## config.mk

```make
export PLATFORM = sky130hd
export DESIGN_NAME = pwr_seq_fsm
export DESIGN_NICKNAME = d
export VERILOG_FILES = /design/src/rtl/pwr_seq_pkg.sv /design/src/rtl/pwr_seq_next.sv /design/src/rtl/pwr_seq_gate.sv /design/src/rtl/pwr_seq_outs.sv /design/src/rtl/pwr_seq_fsm.sv
export SDC_FILE = /design/constraint.sdc
export NUM_CORES = 1
export LEC_CHECK = 0
export BUFFER_PORTS_ARGS = -buffer_cell sky130_fd_sc_hd__clkbuf_2
export CAP_MARGIN = 10
export CORE_MARGIN = 2
export CORE_UTILIZATION = 56
export DETAILED_ROUTE_END_ITERATION = 10
export PLACE_DENSITY = 0.82
export SLEW_MARGIN = 20
export SYNTH_ARGS = -nofsm -noshare
export SYNTH_HDL_FRONTEND = slang
export SYNTH_SLANG_ARGS = --single-unit
```

## constraint.sdc

```tcl
create_clock -name clk -period 4.05 [get_ports clk]
set_input_delay 0.81 -clock clk [delete_from_list [all_inputs] [get_ports clk]]
set_output_delay 0.81 -clock clk [all_outputs]
set_load 0.005 [all_outputs]
```

## src/rtl/pwr_seq_pkg.sv

```systemverilog
package pwr_seq_pkg;

  typedef enum logic [3:0] {
    PS_OFF       = 4'd0,
    PS_OFF_SOFT  = 4'd1,
    PS_SOFT      = 4'd2,
    PS_SOFT_SUSP = 4'd3,
    PS_SUSP      = 4'd4,
    PS_SUSP_ON   = 4'd5,
    PS_ON        = 4'd6,
    PS_ON_SUSP   = 4'd7,
    PS_SUSP_SOFT = 4'd8,
    PS_ON_IDLE   = 4'd9,
    PS_IDLE      = 4'd10,
    PS_IDLE_ON   = 4'd11,
    PS_SOFT_OFF  = 4'd12
  } pwr_state_e;

  typedef enum logic [1:0] {
    RF_OFF     = 2'b00,
    RF_SUSPEND = 2'b01,
    RF_ON      = 2'b10
  } rf_mode_e;

  // Decisions taken on the current edge; registered into outputs.
  typedef struct packed {
    logic startup;
    logic resume;
    logic suspend;
    logic shutdown;
    logic force_off;
    logic clr_intent;
  } seq_evt_t;

  // Pin level of the throttle output for a wanted logical state.
  function automatic logic throttle_level(input logic want, input logic act_low);
    return want ^ act_low;
  endfunction

  // True on the last permitted poll of the wake gate.
  function automatic logic last_poll(input int unsigned polls, input int unsigned limit);
    return (polls + 1) >= limit;
  endfunction

endpackage

```

## src/rtl/pwr_seq_next.sv

```systemverilog
module pwr_seq_next
  import pwr_seq_pkg::*;
#(
  parameter bit IDLE_EN = 1'b1
) (
  input  pwr_state_e cur,
  input  logic       slp_s4_n,
  input  logic       slp_s3_n,
  input  logic       slp_s0_n,
  input  logic       pgood,
  input  logic       intent,
  input  logic       wake_req,
  input  logic       inhibit,
  input  logic       give_up,
  output pwr_state_e nxt,
  output seq_evt_t   evt,
  output logic       idle_gate
);

  generate
    if (IDLE_EN) begin : g_idle
      assign idle_gate = intent & ~slp_s0_n;
    end else begin : g_no_idle
      assign idle_gate = 1'b0;
    end
  endgenerate

  always_comb begin
    nxt = cur;
    evt = '0;
    unique case (cur)
      PS_OFF: begin
        if (wake_req) nxt = PS_OFF_SOFT;
      end
      PS_OFF_SOFT: begin
        if (!inhibit)     nxt = PS_SOFT;
        else if (give_up) nxt = PS_OFF;
      end
      PS_SOFT: begin
        if (slp_s4_n) nxt = PS_SOFT_SUSP;
      end
      PS_SOFT_SUSP: begin
        evt.clr_intent = 1'b1;
        if (!pgood) begin
          nxt           = PS_SOFT_OFF;
          evt.force_off = 1'b1;
        end else begin
          nxt         = PS_SUSP;
          evt.startup = 1'b1;
        end
      end
      PS_SOFT_OFF: nxt = PS_OFF;
      PS_SUSP: begin
        if (!pgood) begin
          nxt           = PS_SUSP_SOFT;
          evt.force_off = 1'b1;
        end else if (slp_s3_n) begin
          nxt = PS_SUSP_ON;
        end else if (!slp_s4_n) begin
          nxt = PS_SUSP_SOFT;
        end
      end
      PS_SUSP_ON: begin
        if (!pgood) begin
          nxt           = PS_SUSP_SOFT;
          evt.force_off = 1'b1;
        end else begin
          nxt        = PS_ON;
          evt.resume = 1'b1;
        end
      end
      PS_ON: begin
        if (!pgood) begin
          nxt           = PS_ON_SUSP;
          evt.force_off = 1'b1;
        end else if (!slp_s3_n) begin
          nxt = PS_ON_SUSP;
        end else if (idle_gate) begin
          nxt = PS_ON_IDLE;
        end
      end
      PS_ON_SUSP: begin
        nxt         = PS_SUSP;
        evt.suspend = 1'b1;
      end
      PS_SUSP_SOFT: begin
        nxt          = PS_SOFT;
        evt.shutdown = 1'b1;
      end
      PS_ON_IDLE: nxt = PS_IDLE;
      PS_IDLE: begin
        if (slp_s0_n && slp_s3_n) nxt = PS_IDLE_ON;
        else if (!pgood)          nxt = PS_ON;
      end
      PS_IDLE_ON: nxt = PS_ON;
      default:    nxt = PS_OFF;
    endcase
  end

endmodule

```

## src/rtl/pwr_seq_gate.sv

```systemverilog
module pwr_seq_gate
  import pwr_seq_pkg::*;
#(
  parameter int unsigned MAX_TRIES = 4
) (
  input  logic       clk,
  input  logic       rst_n,
  input  pwr_state_e cur,
  input  logic       inhibit,
  output logic       give_up,
  output logic       blocked
);

  localparam int unsigned CW = $clog2(MAX_TRIES + 1);

  logic [CW-1:0] polls_q;
  logic          in_gate;

  assign in_gate = (cur == PS_OFF_SOFT);
  assign give_up = in_gate & inhibit & last_poll(int'(polls_q), MAX_TRIES);

  always_ff @(posedge clk or negedge rst_n) begin
    if (!rst_n) begin
      polls_q <= '0;
      blocked <= 1'b0;
    end else begin
      if (in_gate && inhibit && !give_up) polls_q <= polls_q + 1'b1;
      else                                polls_q <= '0;
      if (give_up)                 blocked <= 1'b1;
      else if (in_gate && !inhibit) blocked <= 1'b0;
    end
  end

endmodule

```

## src/rtl/pwr_seq_outs.sv

```systemverilog
module pwr_seq_outs
  import pwr_seq_pkg::*;
#(
  parameter bit THROT_ACT_LOW = 1'b1
) (
  input  logic       clk,
  input  logic       rst_n,
  input  pwr_state_e cur,
  input  seq_evt_t   evt,
  input  logic       throttle_req,
  output logic       ev_startup,
  output logic       ev_resume,
  output logic       ev_suspend,
  output logic       ev_shutdown,
  output logic       force_off,
  output rf_mode_e   rf_mode,
  output logic       prochot
);

  localparam logic PH_IDLE = throttle_level(1'b0, THROT_ACT_LOW);

  always_ff @(posedge clk or negedge rst_n) begin
    if (!rst_n) begin
      ev_startup  <= 1'b0;
      ev_resume   <= 1'b0;
      ev_suspend  <= 1'b0;
      ev_shutdown <= 1'b0;
      force_off   <= 1'b0;
      rf_mode     <= RF_OFF;
      prochot     <= PH_IDLE;
    end else begin
      ev_startup  <= evt.startup;
      ev_resume   <= evt.resume;
      ev_suspend  <= evt.suspend;
      ev_shutdown <= evt.shutdown;
      force_off   <= evt.force_off;
      if (evt.resume)        rf_mode <= RF_ON;
      else if (evt.suspend)  rf_mode <= RF_SUSPEND;
      else if (evt.shutdown) rf_mode <= RF_OFF;
      if (evt.resume)        prochot <= PH_IDLE;
      else if (cur == PS_ON) prochot <= throttle_level(throttle_req, THROT_ACT_LOW);
    end
  end

endmodule

```

## src/rtl/pwr_seq_fsm.sv

```systemverilog
module pwr_seq_fsm
  import pwr_seq_pkg::*;
#(
  parameter int unsigned MAX_TRIES     = 4,
  parameter bit          IDLE_EN       = 1'b1,
  parameter bit          THROT_ACT_LOW = 1'b1
) (
  input  logic       clk,
  input  logic       rst_n,
  input  logic       slp_s4_n,
  input  logic       slp_s3_n,
  input  logic       slp_s0_n,
  input  logic       pgood_all,
  input  logic       idle_intent_set,
  input  logic       wake_req,
  input  logic       wake_inhibit,
  input  logic       throttle_req,
  output logic [3:0] state_o,
  output logic       ev_startup,
  output logic       ev_resume,
  output logic       ev_suspend,
  output logic       ev_shutdown,
  output logic       force_off,
  output logic [1:0] rf_mode,
  output logic       prochot,
  output logic       wake_blocked
);

  pwr_state_e state_q, state_d;
  seq_evt_t   evt;
  logic       intent_q;
  logic       give_up;
  logic       idle_gate;
  rf_mode_e   rf_q;

  pwr_seq_next #(.IDLE_EN(IDLE_EN)) u_next (
    .cur      (state_q),
    .slp_s4_n (slp_s4_n),
    .slp_s3_n (slp_s3_n),
    .slp_s0_n (slp_s0_n),
    .pgood    (pgood_all),
    .intent   (intent_q),
    .wake_req (wake_req),
    .inhibit  (wake_inhibit),
    .give_up  (give_up),
    .nxt      (state_d),
    .evt      (evt),
    .idle_gate(idle_gate)
  );

  pwr_seq_gate #(.MAX_TRIES(MAX_TRIES)) u_gate (
    .clk    (clk),
    .rst_n  (rst_n),
    .cur    (state_q),
    .inhibit(wake_inhibit),
    .give_up(give_up),
    .blocked(wake_blocked)
  );

  pwr_seq_outs #(.THROT_ACT_LOW(THROT_ACT_LOW)) u_outs (
    .clk         (clk),
    .rst_n       (rst_n),
    .cur         (state_q),
    .evt         (evt),
    .throttle_req(throttle_req),
    .ev_startup  (ev_startup),
    .ev_resume   (ev_resume),
    .ev_suspend  (ev_suspend),
    .ev_shutdown (ev_shutdown),
    .force_off   (force_off),
    .rf_mode     (rf_q),
    .prochot     (prochot)
  );

  always_ff @(posedge clk or negedge rst_n) begin
    if (!rst_n) begin
      state_q  <= PS_OFF;
      intent_q <= 1'b0;
    end else begin
      state_q <= state_d;
      if (evt.clr_intent)       intent_q <= 1'b0;
      else if (idle_intent_set) intent_q <= 1'b1;
    end
  end

  assign state_o = state_q;
  assign rf_mode = rf_q;

endmodule

```

# Word-level counts from Yosys, hierarchy flattened
# Index checks and enable logic that the tools add are counted.
[word_totals] register_bits=17 inputBits=10 out_inout_bits=13 elab_cells=82
[classes] n_addsub=2 order_cmp=1 eq_ne=17 mux=33 bitwise_logic=5 n_reduce_logical=13
[op_table] cell="2-to-1 mux 4 bit" count=14
[op_table] cell="case mux 4 bit (12 select lines)" count=1
[op_table] cell="greater-or-equal comparator 32 x 3 -> 1 bit, second input constant" count=1
[op_table] cell="== test 4 x 3 -> 1 bit, second input constant" count=4
[op_table] cell="== test 4 bit, second input constant" count=4
[op_table] cell="2-to-1 mux 1 bit" count=14
[op_table] cell="== test 4 x 2 -> 1 bit, second input constant" count=2
[op_table] cell="!= test 4 bit, second input constant" count=2
[op_table] cell="2-to-1 mux 2 bit" count=3
[op_table] cell="!= test 3 x 2 -> 1 bit, second input constant" count=2
[op_table] cell="AND reduction 6 bit" count=1
[op_table] cell="nonzero test 2 bit" count=3
[op_table] cell="adder 3 x 1 -> 4 bit, second input constant" count=1
[op_table] cell="== test 4 x 1 -> 1 bit, second input constant" count=1
[op_table] cell="logical AND 1 bit" count=4
[op_table] cell="zero test 4 bit" count=1
[op_table] cell="!= test 2 bit, second input constant" count=2
[op_table] cell="OR reduction 4 bit" count=1
[op_table] cell="adder 3 x 1 -> 3 bit, second input constant" count=1
[op_table] cell="bitwise AND 1 bit" count=3
[op_table] cell="2-to-1 mux 3 bit" count=1
[op_table] cell="nonzero test 3 bit" count=1
[op_table] cell="zero test 1 bit" count=2
[op_table] cell="inverter 1 bit" count=2

# Logic depth before layout (Yosys ltp)
[depth] ltp_word=6 mapped_depth=7

# By module
# A second synthesis with hierarchy kept.
[hier_totals] hier_cells=88 area_unflattened_um2=919.6
[by_module_without_submodules] module="pwr_seq_next" instances=1 cells_per_inst=48 area_per_inst_um2=321.6
[by_module_without_submodules] module="pwr_seq_outs" instances=1 cells_per_inst=17 area_per_inst_um2=262.8
[by_module_without_submodules] module="pwr_seq_gate" instances=1 cells_per_inst=17 area_per_inst_um2=200.2
[by_module_without_submodules] module="pwr_seq_fsm" instances=1 cells_per_inst=6 area_per_inst_um2=135.1

# Least setup slack after synthesis
# No wires, ideal clock.
[synth_path] path_type="input-to-reg" startpoint="input port pgood_all" endpoint="register state_q[1], in the netlist state_o[1]" t_arrival_ns=1.822 slack_ns=2.103 path_stages=6 n_path_buf=1 path_cell_list="buf_2 nand2_1 a2111oi_4 a21oi_2 and3_4 mux2_4"
[synth_via] elab_chain_len=2 word_cells_on_any_way=8 classes_between="3 x eq/ne; 4 x mux; 1 x reduce/logical"
[synth_rtl] element="from (decl)" line_no="pwr_seq_fsm.sv:13" rtl="input logic pgood_all,"
[synth_rtl] element="2-to-1 mux 4 bit, or another cell as far along" line_no="pwr_seq_next.sv:73" rtl="if (!pgood) begin"
[synth_rtl] element="case mux 4 bit (12 select lines) or AND reduction 6 bit (tied branches)"
[synth_rtl] element="to (signal assigned)" line_no="pwr_seq_fsm.sv:80" rtl="state_q <= state_d;"
[synth_rtl] element="to (decl)" line_no="pwr_seq_fsm.sv:29" rtl="pwr_state_e state_q, state_d;"
# Several ways; a longest one is shown, not always the timed one.
# A chain may end at the register's enable or synchronous reset.

# Worst setup path after layout
[layout_path] startpoint="register state_q[1], in the netlist state_o[1]" endpoint="register state_q[2], in the netlist state_o[2]"
[layout_via] elab_chain_len=5 word_cells_on_any_way=22 classes_between="17 x eq/ne; 1 x mux; 2 x bitwise; 2 x reduce/logical"
[layout_rtl] element="== test 4 x 1 -> 1 bit" line_no="pwr_seq_next.sv:31, pwr_seq_gate.sv:19"
[layout_rtl] element="bitwise AND 1 bit (2 in a row)" line_no="pwr_seq_gate.sv:20" rtl="assign give_up = in_gate & inhibit & last_poll(int'(polls_q), MAX_TRIES);"
[layout_rtl] element="!= test 3 x 2 -> 1 bit (no line)"
[layout_rtl] element="AND reduction 6 bit (no line)"
# Several ways; a longest one is shown, not always the timed one.

==> impl_results.md <==
- Reg power frac: 43.6%
- Final TNS setup: 0 ps
- Synth cell types: 42
- CP Max Fanout: 18
- Critical path endpoint: state_o[2]$_DFFE_PN0P_
- Vias in the first global route: 749
- Switching portion of total power: 40.30%
- Net Count, Synth: 113
- Worst Path Required: 4230 ps
- Share of cells above drive strength 1: 30.58%
- DRC violations left: 0
- Worst-margin pin slew: 625.9 ps
- Core area: 1689 um^2
- FMAX: 0.4828 GHz
- Critical path class: register to register
- Max-slew violations: 0
- Yosys top cell area share: 40.61%
- DR pass1 iterations: 4
- Ys async rst share: 100.0%
- Num rows: 15
- FF-to-FF setup slack: 1980 ps
- Sw power: 0.2941 mW
- Initial DRC count: 15
- Largest net degree at the start of global routing: 19
- Total number of vias: 827
- Clock-pin slew on the worst setup and hold paths: 90 ps
- Avg Cell Area, Syn: 9.666 um^2
- Fin crit share: 51.15%
- Top cells by count, synth: 16 x dfrtp_1, 9 x nor2_1, 8 x nand2_1
- CTS max path bufs: 2
- Crit. Startpoint: state_o[1]$_DFFE_PN0P_
- Worst reg2reg startpoint: state_o[1]$_DFFE_PN0P_
- Fin crit period: 2071 ps
- Synth area leaders: dfrtp_1 41%, nand2b_4 4.2%, nor2_1 3.4%
- Post-Syn Instances: 102
- Die X-Extent: 45.96 um
- Port Buffers: 22
- Primary FF master, synth: dfrtp_1
- Met1 Use GR: 24.44%
- Clock Skew: 2.609 ps
- Clk root buf: clkbuf_4
- Leading area contributor after synthesis: dfrtp_1
- Routability cong.: 0.8878
- Max VDD drop: 0.0004020 V
- CTS Hold Bufs: 0
- Gr ovfl total: 0
- Synth-to-layout area growth: 12.18%
- Pint: 0.4357 mW
- Average wire per standard cell: 13.80 um
- Static Leak: 0.5331 nW
- Final Setup Violations: 0
- PnR Total Power: 0.7298 mW
- Worst rel slew slack: 58.27%
- First-pass GRT wire length: 2994 um
- Top Usage Layer GRT: met2
- Initial core utilization: 58.37%
- Full die area: 2112 um^2
- Met2 Use GR: 31.11%
- Tot GR Track Use: 19.97%
- Final ANT Viol Nets: 0
- Cell count of the worst reg-to-reg path: 5
- Outcome: complete, no violations
- Critical R2R Capture: state_o[2]$_DFFE_PN0P_
- Clock latency on the worst-skew pair: 280 ps
- Die Height: 45.96 um
- Nets: 133
- Max-cap violations: 0
- Worst hold path type: input pin to async pin
- Vias per inst: 5.993
- Post-cts resize count: 0
- Pwr Density: 659.8 nW/um^2
- Ant. Diodes: 0
- Hold Fails Final Rpt: 0
- Number of synthesized flops with an enable pin: 0
- CP arrival: 2250 ps
- Yosys Warn Count: 0
- GR met3 Demand/Resource: 2.778%
- Final WL: 1904 um
- Clk pwr share: 12.2%
- Register area share after synthesis: 43.27%
- Number of synthesized register bits: 17
- Comb pwr share: 44.2%
- CTS buffer count: 3
- Clock sinks: 17
- Most common cell in the synthesized netlist: dfrtp_1
- Initial antenna violation count: 0
- I/O pin count: 23
- Post-CTS Setup Bufs: 0
- Final HPWL from detailed placement: 1414 um
- H-tree depth: 1
- RSZ-0062 raised after global routing: false
- CP startpoint kind: register
- Setup crit end kind: register
- Area of the mapped netlist: 985.9 um^2
- CTS tree: yes
worst min path at each step:
| stage | from | slack [ps] | cells past startpoint | endpoint |
|---|---|---|---|---|
| after floorplan | u_gate.polls_q[0]$_DFF_PN0_ | 420 | 1 | u_gate.polls_q[0]$_DFF_PN0_ |
| after global placement | u_gate.polls_q[0]$_DFF_PN0_ | 430 | 1 | u_gate.polls_q[0]$_DFF_PN0_ |
| after detailed placement | u_gate.polls_q[0]$_DFF_PN0_ | 450 | 1 | u_gate.polls_q[0]$_DFF_PN0_ |
| after CTS | rst_n | 440 | 1 | u_gate.polls_q[2]$_DFF_PN0_ |
| after global routing | rst_n | 450 | 1 | u_gate.polls_q[2]$_DFF_PN0_ |
| final | rst_n | 440 | 1 | u_gate.polls_q[2]$_DFF_PN0_ |
final cells by class:
cell class              instances  area [um^2]
clock buffers                   4        26.28
fillers                       147        583.1
inverters                       4        15.01
multi-input cells              74        506.7
flip-flops and latches         17        426.7
well taps                      17        21.27
repair buffers                 22        110.1
registers in the layout (all words and copies together), names as in the netlist:
| signal | count |
|---|---|
| state_o | 4 |
| u_gate.polls_q | 3 |
| u_outs.ev_suspend | 1 |
| u_gate.blocked | 1 |
| u_outs.force_off | 1 |
| intent_q | 1 |
| u_outs.ev_resume | 1 |
| u_outs.ev_shutdown | 1 |
| u_outs.rf_mode | 2 |
| u_outs.ev_startup | 1 |
| u_outs.prochot | 1 |
routing by layer:
layer  up-vias  wire length [um]
li1        396                 -
met1       386               842
met2        39               898
met3         6               109
met4         0                53
met5         -                 0
power by group through the flow:
stage / logic, mW / clock network (mW) / registers [mW]
floorplan: 0.298 / 0 / 0.266
global placement: 0.313 / 0 / 0.321
detailed placement: 0.324 / 0 / 0.322
CTS: 0.325 / 0.0916 / 0.318
global route: 0.356 / 0.0962 / 0.332
finish: 0.323 / 0.0887 / 0.318
critical path, cell delays in order (launching register included):
cell and delay, ps:
dfrtp_1 720, nand2b_1 290, a2111oi_4 390, a21oi_2 70, and3_4 210, mux2_4 290
per-stage QoR:
stage | utilization (%) | cells | worst slack (ps) | area [um^2] | hold slack (ps)
finish | 65.48 | 138 | 1979 | 1106 | 435.4
detailed placement | 63.93 | 134 | 1924 | 1080 | 449.3
CTS | 65.48 | 138 | 1986 | 1106 | 438.9
global placement | 63.93 | 134 | 1950 | 1080 | 434.3
floorplan | - | 102 | 2103 | 985.9 | 423.9
global route | 65.48 | 138 | 1852 | 1106 | 451.2
cells by family after synthesis:
| group | count (synthesis) | synth area share (%) |
|---|---|---|
| AND/OR/NAND/NOR | 43 | 25.38 |
| buffers and inverters | 11 | 5.329 |
| multiplexers | 3 | 4.061 |
| other | 1 | 0.3803 |
| flip-flops | 17 | 43.27 |
| AO/OA/AOI/OAI | 24 | 18.53 |
| XOR/XNOR | 2 | 1.777 |
| adder cells (fa/ha/maj) | 1 | 1.269 |
cells in the final DEF (no fill, tap or decap), drive strengths merged, types with 2 or more instances in the layout:
master | Yosys | layout
nand2 | 8 | 8
a21oi | 6 | 6
o22ai | 2 | 2
o21ai | 5 | 5
mux2 | 2 | 2
nor3 | 6 | 6
nor2 | 9 | 9
xor2 | 2 | 2
nand3 | 4 | 4
clkbuf | 2 | 26
dfrtp | 16 | 16
inv | 4 | 4
nand2b | 6 | 6
nor4 | 2 | 2
Note: power is estimated with default switching activity, not from simulation.
